--- src/rtl/gpio_bank_pkg.sv ---
package gpio_bank_pkg;
  // Word addresses; address decode and neighbouring software depend on them.
  localparam int OFF_D_IN    = 'h000;
  localparam int OFF_D_SET   = 'h004;
  localparam int OFF_D_CLR   = 'h008;
  localparam int OFF_D_OUT   = 'h00C;
  localparam int OFF_C_DSET  = 'h010;
  localparam int OFF_C_DCLR  = 'h014;
  localparam int OFF_C_DIR   = 'h018;
  localparam int OFF_C_IN    = 'h01C;
  localparam int OFF_C_SET   = 'h020;
  localparam int OFF_C_CLR   = 'h024;
  localparam int OFF_C_SSET  = 'h028;
  localparam int OFF_C_SCLR  = 'h02C;
  localparam int OFF_C_SEL   = 'h030;
  localparam int OFF_A_BASE  = 'h040;
  localparam int OFF_B_BASE  = 'h060;
  // Offsets inside a plain port window.
  localparam int REL_IN   = 'h00;
  localparam int REL_SET  = 'h04;
  localparam int REL_CLR  = 'h08;
  localparam int REL_OUT  = 'h0C;
  localparam int REL_DSET = 'h10;
  localparam int REL_DCLR = 'h14;
  localparam int REL_DIR  = 'h18;

  // Port D bit placement.
  localparam int D_IO_SHIFT   = 25;
  localparam int D_IO_IN_LO   = 10;
  localparam int D_IO_IN_LAST = 24;

  // Next value of a set/clear register pair for one bus write.
  function automatic logic [31:0] setclr_next(input logic [31:0] q,
                                              input logic set_en,
                                              input logic clr_en,
                                              input logic [31:0] bits);
    if (set_en)      return q | bits;
    else if (clr_en) return q & ~bits;
    else             return q;
  endfunction

  // Mask of the first n bits.
  function automatic logic [31:0] low_mask(input int n);
    return (n >= 32) ? 32'hFFFF_FFFF : ((32'd1 << n) - 32'd1);
  endfunction
endpackage

--- src/rtl/gpio_setclr_reg.sv ---
module gpio_setclr_reg #(
  parameter int          W    = 32,
  parameter logic [31:0] MASK = 32'hFFFF_FFFF
) (
  input  logic         clk,
  input  logic         rst_n,
  input  logic         set_en,
  input  logic         clr_en,
  input  logic [31:0]  wdata,
  output logic [W-1:0] q
);
  import gpio_bank_pkg::*;
  localparam logic [31:0] LIVE = MASK & low_mask(W);

  logic [31:0] cur, nxt;
  assign cur = 32'(q);
  assign nxt = setclr_next(cur, set_en, clr_en, wdata & LIVE);

  always_ff @(posedge clk or negedge rst_n) begin
    if (!rst_n) q <= '0;
    else        q <= nxt[W-1:0];
  end
endmodule

--- src/rtl/gpio_dport_pack.sv ---
module gpio_dport_pack #(
  parameter int IO_W  = 6,
  parameter int GPI_W = 28
) (
  input  logic [IO_W-1:0]  io_in,
  input  logic [GPI_W-1:0] gpi,
  output logic [31:0]      word
);
  import gpio_bank_pkg::*;
  localparam int IO_LO_LAST = D_IO_IN_LO + IO_W - 2;

  for (genvar i = 0; i < 32; i++) begin : g_bit
    if (i >= D_IO_IN_LO && i <= IO_LO_LAST) begin : g_io
      assign word[i] = io_in[i - D_IO_IN_LO];
    end else if (i == D_IO_IN_LAST) begin : g_last
      assign word[i] = io_in[IO_W-1];
    end else if (i < GPI_W) begin : g_gpi
      assign word[i] = gpi[i];
    end else begin : g_zero
      assign word[i] = 1'b0;
    end
  end
endmodule

--- src/rtl/gpio_bank_rdmux.sv ---
module gpio_bank_rdmux #(
  parameter int ADDR_W = 8
) (
  input  logic [ADDR_W-1:0] addr,
  input  logic [31:0] a_in, a_out, a_dir,
  input  logic [31:0] b_in, b_out, b_dir,
  input  logic [31:0] c_in, c_dir, c_sel,
  input  logic [31:0] d_in, d_out,
  output logic [31:0] rdata
);
  import gpio_bank_pkg::*;
  always_comb begin
    rdata = 32'h0;
    case (addr)
      ADDR_W'(OFF_D_IN):              rdata = d_in;
      ADDR_W'(OFF_D_OUT):             rdata = d_out;
      ADDR_W'(OFF_C_DIR):             rdata = c_dir;
      ADDR_W'(OFF_C_IN):              rdata = c_in;
      ADDR_W'(OFF_C_SEL):             rdata = c_sel;
      ADDR_W'(OFF_A_BASE + REL_IN):   rdata = a_in;
      ADDR_W'(OFF_A_BASE + REL_OUT):  rdata = a_out;
      ADDR_W'(OFF_A_BASE + REL_DIR):  rdata = a_dir;
      ADDR_W'(OFF_B_BASE + REL_IN):   rdata = b_in;
      ADDR_W'(OFF_B_BASE + REL_OUT):  rdata = b_out;
      ADDR_W'(OFF_B_BASE + REL_DIR):  rdata = b_dir;
      default:                        rdata = 32'h0;
    endcase
  end
endmodule

--- src/rtl/gpio_bank.sv ---
module gpio_bank #(
  parameter int ADDR_W = 8,
  parameter int A_W    = 8,
  parameter int B_W    = 24,
  parameter int C_W    = 13,
  parameter int D_IO_W = 6,
  parameter int D_GI_W = 28,
  parameter int D_GO_W = 24
) (
  input  logic              clk,
  input  logic              rst_n,
  input  logic [ADDR_W-1:0] bus_addr,
  input  logic              bus_we,
  input  logic [31:0]       bus_wdata,
  output logic [31:0]       bus_rdata,
  input  logic [A_W-1:0]    a_pad_in,
  output logic [A_W-1:0]    a_pad_out,
  output logic [A_W-1:0]    a_pad_oe,
  input  logic [B_W-1:0]    b_pad_in,
  output logic [B_W-1:0]    b_pad_out,
  output logic [B_W-1:0]    b_pad_oe,
  input  logic [C_W-1:0]    c_pad_in,
  output logic [C_W-1:0]    c_pad_out,
  output logic [C_W-1:0]    c_pad_oe,
  output logic [C_W-1:0]    c_sel,
  input  logic [D_IO_W-1:0] d_io_in,
  output logic [D_IO_W-1:0] d_io_out,
  output logic [D_IO_W-1:0] d_io_oe,
  input  logic [D_GI_W-1:0] d_gpi,
  output logic [D_GO_W-1:0] d_gpo
);
  import gpio_bank_pkg::*;

  localparam logic [31:0] IO_FIELD = low_mask(D_IO_W) << D_IO_SHIFT;
  localparam logic [31:0] D_MASK   = low_mask(D_GO_W) | IO_FIELD;
  localparam logic [31:0] CDIR_MASK = low_mask(C_W) | IO_FIELD;

  // Named write events; the checker watches the port A pair.
  logic wr_a_set, wr_a_clr, wr_a_dset, wr_a_dclr;
  logic wr_b_set, wr_b_clr, wr_b_dset, wr_b_dclr;
  logic wr_c_set, wr_c_clr, wr_c_dset, wr_c_dclr, wr_c_sset, wr_c_sclr;
  logic wr_d_set, wr_d_clr;

  function automatic logic hit(input logic we, input logic [ADDR_W-1:0] a, input int off);
    return we && (a == ADDR_W'(off));
  endfunction

  assign wr_a_set  = hit(bus_we, bus_addr, OFF_A_BASE + REL_SET);
  assign wr_a_clr  = hit(bus_we, bus_addr, OFF_A_BASE + REL_CLR);
  assign wr_a_dset = hit(bus_we, bus_addr, OFF_A_BASE + REL_DSET);
  assign wr_a_dclr = hit(bus_we, bus_addr, OFF_A_BASE + REL_DCLR);
  assign wr_b_set  = hit(bus_we, bus_addr, OFF_B_BASE + REL_SET);
  assign wr_b_clr  = hit(bus_we, bus_addr, OFF_B_BASE + REL_CLR);
  assign wr_b_dset = hit(bus_we, bus_addr, OFF_B_BASE + REL_DSET);
  assign wr_b_dclr = hit(bus_we, bus_addr, OFF_B_BASE + REL_DCLR);
  assign wr_c_set  = hit(bus_we, bus_addr, OFF_C_SET);
  assign wr_c_clr  = hit(bus_we, bus_addr, OFF_C_CLR);
  assign wr_c_dset = hit(bus_we, bus_addr, OFF_C_DSET);
  assign wr_c_dclr = hit(bus_we, bus_addr, OFF_C_DCLR);
  assign wr_c_sset = hit(bus_we, bus_addr, OFF_C_SSET);
  assign wr_c_sclr = hit(bus_we, bus_addr, OFF_C_SCLR);
  assign wr_d_set  = hit(bus_we, bus_addr, OFF_D_SET);
  assign wr_d_clr  = hit(bus_we, bus_addr, OFF_D_CLR);

  logic [A_W-1:0] a_out_q, a_dir_q;
  logic [B_W-1:0] b_out_q, b_dir_q;
  logic [C_W-1:0] c_out_q, c_sel_q;
  logic [31:0]    c_dir_q, d_out_q, d_in_word;

  gpio_setclr_reg #(.W(A_W)) u_a_out (.clk, .rst_n, .set_en(wr_a_set),  .clr_en(wr_a_clr),  .wdata(bus_wdata), .q(a_out_q));
  gpio_setclr_reg #(.W(A_W)) u_a_dir (.clk, .rst_n, .set_en(wr_a_dset), .clr_en(wr_a_dclr), .wdata(bus_wdata), .q(a_dir_q));
  gpio_setclr_reg #(.W(B_W)) u_b_out (.clk, .rst_n, .set_en(wr_b_set),  .clr_en(wr_b_clr),  .wdata(bus_wdata), .q(b_out_q));
  gpio_setclr_reg #(.W(B_W)) u_b_dir (.clk, .rst_n, .set_en(wr_b_dset), .clr_en(wr_b_dclr), .wdata(bus_wdata), .q(b_dir_q));
  gpio_setclr_reg #(.W(C_W)) u_c_out (.clk, .rst_n, .set_en(wr_c_set),  .clr_en(wr_c_clr),  .wdata(bus_wdata), .q(c_out_q));
  gpio_setclr_reg #(.W(C_W)) u_c_sel (.clk, .rst_n, .set_en(wr_c_sset), .clr_en(wr_c_sclr), .wdata(bus_wdata), .q(c_sel_q));
  gpio_setclr_reg #(.W(32), .MASK(CDIR_MASK)) u_c_dir (.clk, .rst_n, .set_en(wr_c_dset), .clr_en(wr_c_dclr), .wdata(bus_wdata), .q(c_dir_q));
  gpio_setclr_reg #(.W(32), .MASK(D_MASK))    u_d_out (.clk, .rst_n, .set_en(wr_d_set),  .clr_en(wr_d_clr),  .wdata(bus_wdata), .q(d_out_q));

  gpio_dport_pack #(.IO_W(D_IO_W), .GPI_W(D_GI_W)) u_dpack (.io_in(d_io_in), .gpi(d_gpi), .word(d_in_word));

  gpio_bank_rdmux #(.ADDR_W(ADDR_W)) u_rd (
    .addr(bus_addr),
    .a_in(32'(a_pad_in)), .a_out(32'(a_out_q)), .a_dir(32'(a_dir_q)),
    .b_in(32'(b_pad_in)), .b_out(32'(b_out_q)), .b_dir(32'(b_dir_q)),
    .c_in(32'(c_pad_in)), .c_dir(c_dir_q), .c_sel(32'(c_sel_q)),
    .d_in(d_in_word), .d_out(d_out_q),
    .rdata(bus_rdata));

  assign a_pad_out = a_out_q;
  assign a_pad_oe  = a_dir_q;
  assign b_pad_out = b_out_q;
  assign b_pad_oe  = b_dir_q;
  assign c_pad_out = c_out_q;
  assign c_pad_oe  = c_dir_q[C_W-1:0];
  assign c_sel     = c_sel_q;
  assign d_io_out  = d_out_q[D_IO_SHIFT +: D_IO_W];
  assign d_io_oe   = c_dir_q[D_IO_SHIFT +: D_IO_W];
  assign d_gpo     = d_out_q[D_GO_W-1:0];
endmodule

--- config.mk ---
export PLATFORM = sky130hd
export DESIGN_NAME = gpio_bank
export DESIGN_NICKNAME = d
export VERILOG_FILES = /design/src/rtl/gpio_bank_pkg.sv /design/src/rtl/gpio_setclr_reg.sv /design/src/rtl/gpio_dport_pack.sv /design/src/rtl/gpio_bank_rdmux.sv /design/src/rtl/gpio_bank.sv
export SDC_FILE = /design/constraint.sdc
export NUM_CORES = 1
export LEC_CHECK = 0
export BUFFER_PORTS_ARGS = -buffer_cell sky130_fd_sc_hd__buf_2
export CAP_MARGIN = 20
export CORE_MARGIN = 10
export CORE_UTILIZATION = 45
export DETAILED_ROUTE_END_ITERATION = 8
export GPL_TIMING_DRIVEN = 0
export PLACE_DENSITY = 0.75
export REMOVE_ABC_BUFFERS = 1
export SETUP_SLACK_MARGIN = 0.2
export SYNTH_ARGS = -nofsm -noshare
export SYNTH_HDL_FRONTEND = slang
export SYNTH_SLANG_ARGS = --single-unit
export TNS_END_PERCENT = 30
--- constraint.sdc ---
create_clock -name clk -period 6.6 [get_ports clk]
set_input_delay 1.32 -clock clk [delete_from_list [all_inputs] [get_ports clk]]
set_output_delay 1.32 -clock clk [all_outputs]
set_load 0.01 [all_outputs]
Word-level counts from Yosys, hierarchy flattened

Index checks and enable logic that the tools add are counted.

$add $sub $neg: 0
Multipliers: 0
Divide/modulo/power cells: 0
Magnitude comparators: 0
Eq/ne operators: 26
Shift operators: 0
Multiplexer cells: 17
Bitwise logic cells: 21
Reductions and logical operators: 25

Operator list:

| cell                                          | count |
|---|---|
| case mux 32 bit (11 select lines)             | 1 |
| two-way mux 32 bit                            | 4 |
| == test 8 x 7 -> 1 bit, second input constant | 14 |
| two-way mux 24 bit                            | 4 |
| AND 32 bit                                    | 2 |
| inverter 31 -> 32 bit                         | 2 |
| OR 32 x 31 -> 32 bit                          | 2 |
| two-way mux 13 bit                            | 4 |
| AND 24 bit                                    | 2 |
| OR 24 bit                                     | 2 |
| == test 8 x 6 -> 1 bit, second input constant | 5 |
| == test 8 x 5 -> 1 bit, second input constant | 4 |
| two-way mux 8 bit                             | 4 |
| AND 13 bit                                    | 2 |
| OR 13 bit                                     | 2 |
| inverter 24 bit                               | 1 |
| AND 8 bit                                     | 2 |
| == test 8 x 4 -> 1 bit, second input constant | 2 |
| logical AND 1 bit                             | 16 |
| OR 8 bit                                      | 2 |
| nonzero test 2 bit                            | 8 |
| inverter 13 bit                               | 1 |
| == test 8 x 3 -> 1 bit, second input constant | 1 |
| zero test 8 bit                               | 1 |
| inverter 8 bit                                | 1 |

Register bits: 154
Bits in latches: 0
Memory bits (writable): 0
ROM bits: 0
Input port bits: 122
Output and inout bits: 171
Word-level logic and storage cells: 97
Memories kept: 0

Longest topological paths before layout

Depth after elaboration: 4
Depth in mapped cells: 7
Depth with buffers taken out: 4

By module

Synthesis repeated with hierarchy kept, for this count alone.

Cells, all modules: 921
Area total of the unflattened synthesis: 9012.4 um2

By module, submodules not included:

| module                        | instances | cells an instance | area each (um2) | sequential area each (um2) |
|---|---|---|---|---|
| gpio_bank_rdmux               | 1         | 396               | 2957.8          | 0.0 |
| gpio_setclr_reg (u_b_dir ...) | 2         | 76                | 933.4           | 600.6 |
| gpio_setclr_reg (u_d_out)     | 1         | 99                | 1193.6          | 750.7 |
| gpio_setclr_reg (u_c_out ...) | 2         | 41                | 504.2           | 325.3 |
| gpio_setclr_reg (u_c_dir)     | 1         | 75                | 859.6           | 475.5 |
| gpio_setclr_reg (u_a_dir ...) | 2         | 26                | 312.8           | 200.2 |
| gpio_bank                     | 1         | 32                | 256.5           | 0.0 |
| gpio_dport_pack               | 1         | 33                | 244.0           | 0.0 |

Worst setup path after synthesis

Ideal clock, no wire load.

Path kind: input to output
Start point: in bus_addr[4]
End point: out bus_rdata[13]
Arrival: 2.815 ns
Required time: 5.280 ns
Slack: 2.465 ns
Stages: 5
Buffers on the path: 1
Cell sequence: buf_2 or4_1 nor2_1 a22oi_1 o221ai_1

Longest elaborated chain between the ends: 2
Elaborated cells on any way between the ends: 12
Those cells by class: eq/ne: 10; mux: 1; reduce/logical: 1

Ends and longest elaborated chain:

| what                                                 | line                  | text |
|---|---|---|
| from (decl)                                          | gpio_bank.sv:12       | `input logic [ADDR_W-1:0] bus_addr,` |
| == test 8 x 7 -> 1 bit, or another cell as far along | gpio_bank_rdmux.sv:14 | `case (addr)` |
| case mux 32 bit (11 select lines) *                  | gpio_bank_rdmux.sv:14 |  |
| to (decl)                                            | gpio_bank.sv:15       | `output logic [31:0] bus_rdata,` |

Mark *: on every way between the ends. The rest lies on a longest branch, timed or not.

Worst setup path after layout

Start point: in bus_addr[5]
End point: out bus_rdata[7]

The elaborated chain is that of the path after synthesis.

==> impl_metrics.yaml <==
final_layout:
  fin_area_um2: 9870
  final_common_cell: "buf_2"
  synthToLayoutAreaGrowth_pct: 30.4
  multi_input_area_um2: 3820
  layout-drive-gt1-share_pct: 38.1
  finish.utilization_pct: 59.7
  regArea_um2: 3480
  final_cell_mix: "buf_2 (284), nand2_1 (161), dfrtp_1 (139)"
  n_fill_cell: 1444
  finalNetCount: 1114
place:
  gp_congestion: 0.862
  dpl_cell_area_um2: 9250
  portBuffers: 283
  post-dp-hpwl_um: 22400
logic_synthesis:
  synth_warnings: 0
  synth_edf_count: 0
  synth_top_area_share_pct: 46.0
  syn_inst: 740
  ys_types: 64
  synth_flop_cell: "dfrtp_1"
  yosysSeqAreaShare_pct: 46.0
  syn-mean-instance-area_um2: 10.2
  synth_area_leaders: "dfrtp_1 (46%), a22o_1 (15%), nand2_1 (8.0%)"
  synth_top_cell_by_area: "dfrtp_1"
  ys_ff_latch: 139
  synth_area_um2: 7560
  synthArstFlopShare_pct: 100
setup_path:
  crit_path_cell_trace: "buf_2, nor4bb_1, a22oi_1, o221ai_1, a211o_1, buf_2"
  endpoint_kind: "output pin"
  ff2ff_setup_slack_ns: 5.78
  reg2reg_depth: 1
  critPathBufInv: 2
  cp-start-kind: "input pin"
  cp.arrival_ns: 3.86
  cpMaxStageDelayCell: "nor4bb_1"
  cp_top_family: "simple AND/OR/NAND/NOR gates"
  path_common_cell: "buf_2"
  required_ns: 5.28
  cp_num_cells: 6
  path_max_fanout: 40
  crit_type: "in -> out"
  critPathMaxStageDelay_ns: 1.08
clock_network:
  clock-sinks: 139
  cts_buffers: 17
  clk_path_buf_depth: 2
  clock_latency_ns: 0.41
  htreeDepth: 4
  clk_pin_slew_ns: 0.06
  cts_tree: "built"
  cts_resized: 0
  clockRootBuffer: "clkbuf_16"
  hold_buffers: 0
  cts_setup_buffers: 0
detailed_routing:
  first_iter_violations: 805
  drc: 0
  drtAntennaViolNets: 0
  first_pass_iters: 6
  avgRoutedWirePerCell_um: 25.3
  via_per_inst: 6.14
  vias: 7550
  wl_um: 31100
power:
  max-vdd-ir-drop_v: 0.000177
  power_frac_seq_pct: 43.1
  p_switching_mw: 0.562
  p_comb_share_pct: 12.1
  power_frac_clock_pct: 44.8
  power-per-cell-area_nw_per_um2: 215
  p_sw_share_pct: 26.4
  p_int_mw: 1.56
  leakage_nw: 4.87
sta:
  slew_headroom_pct: 20.9
  finalMaxSlewViolations: 0
  skew_ns: 0
  setup_viol: 0
  finalCritPeriodShare_pct: 78.4
  hold_viol: 0
  hold_slack_ns: 0.504
  tightestPinTransition_ns: 1.17
  finalSetupTns_ns: 0
  min_period_ns: 5.18
  fmax_mhz: 193
  rsz0062_at_grt: "no"
global_route:
  grt_pass1_vias: 7573
  grt_usage_pct: 27.2
  grt_max_degree: 74
  grt_pass1_wl_um: 46700
  antenna_found_initial: 6
  grt_overflow_total: 0
flow_run:
  maxCapViolCount: 0
floorplan:
  die_area_um2: 22400
  die_h_um: 150
  core_um2: 16500
  die_w_um: 150
  rows: 47
  io_pins: 293
  initial_core_util_pct: 45.8
min_path:
  hold_depth: 1
  min_path_type: "reg -> reg"
run_status:
  status: "completed"
==> power by group through the flow <==
stage	clock network, mW	logic [mW]	registers [mW]
after detailed placement	0	0.255	0.930
final	0.952	0.258	0.916
after floorplan	0	0.0762	0.941
after global routing	1.01	0.277	0.920
after CTS	0.953	0.256	0.915
after global placement	0	0.243	0.929
==> cell families after synthesis <==
| group | count (synthesis) | synth area share [%] |
|---|---|---|
| xor+xnor | 1 | 0.116 |
| simple gates | 247 | 16.5 |
| mux | 44 | 6.85 |
| compound gates | 238 | 26.0 |
| buf+inv | 70 | 4.48 |
| flops | 139 | 46.0 |
| other cells | 1 | 0.0496 |
==> cell usage after synthesis, types with 5 or more instances <==
cell type  number
o211ai_1        7
inv_1           5
o2bb2ai_1       6
nand3_1         6
a21oi_1         7
nor2b_1         5
o21ai_0         8
buf_4           7
a32oi_1         5
nor2_1         13
a221oi_1        5
nor3_1          5
nor3_2          5
mux2_4         10
a22o_1        129
and2_1          5
and3_1          8
o221ai_1       11
a2bb2oi_1       6
clkbuf_1       30
mux2i_1        12
mux2_2         22
a22oi_1        38
dfrtp_1       139
buf_2          22
nand2_1       161
==> per-layer routing <==
metal	track usage (%)	up-vias	share of wire, %
met2	42.2	421	47
li1	-	3344	-
met4	11.0	2	3.0
met5	0	-	0.035
met3	7.28	60	9.7
met1	35.4	3723	40
==> path summary, 6_finish.rpt <==
| path | end | from |
|---|---|---|
| worst max-delay path | bus_rdata[7] | bus_addr[5] |
| worst min-delay path | register | register |
| worst max register to register | register | register |
| worst min register to register | register | register |
| max in group asynchronous | async pin | rst_n |
| min in group asynchronous | async pin | rst_n |
==> per-stage QoR <==
stage	cells	setup slack (ns)	power, mW
6_report	1230	1.42	2.13
4_1_cts	1224	1.49	2.12
2_1_floorplan	675	1.19	1.02
3_5_place_dp	1192	1.50	1.18
3_3_place_gp	1178	-2.36	1.17
5_1_grt	1228	1.30	2.20
==> layout make-up <==
cell class / instances / area share [%]
Timing Repair Buffer: 298 / 17.0
Clock buffer: 21 / 4.67
Inverter: 5 / 0.190
Sequential cell: 139 / 35.3
Tap cell: 220 / 2.79
Clock inverter: 11 / 1.22
Multi-Input combinational cell: 531 / 38.8
Antenna cell: 5 / 0.127
No activity file was read; power rests on OpenSTA's default activity.
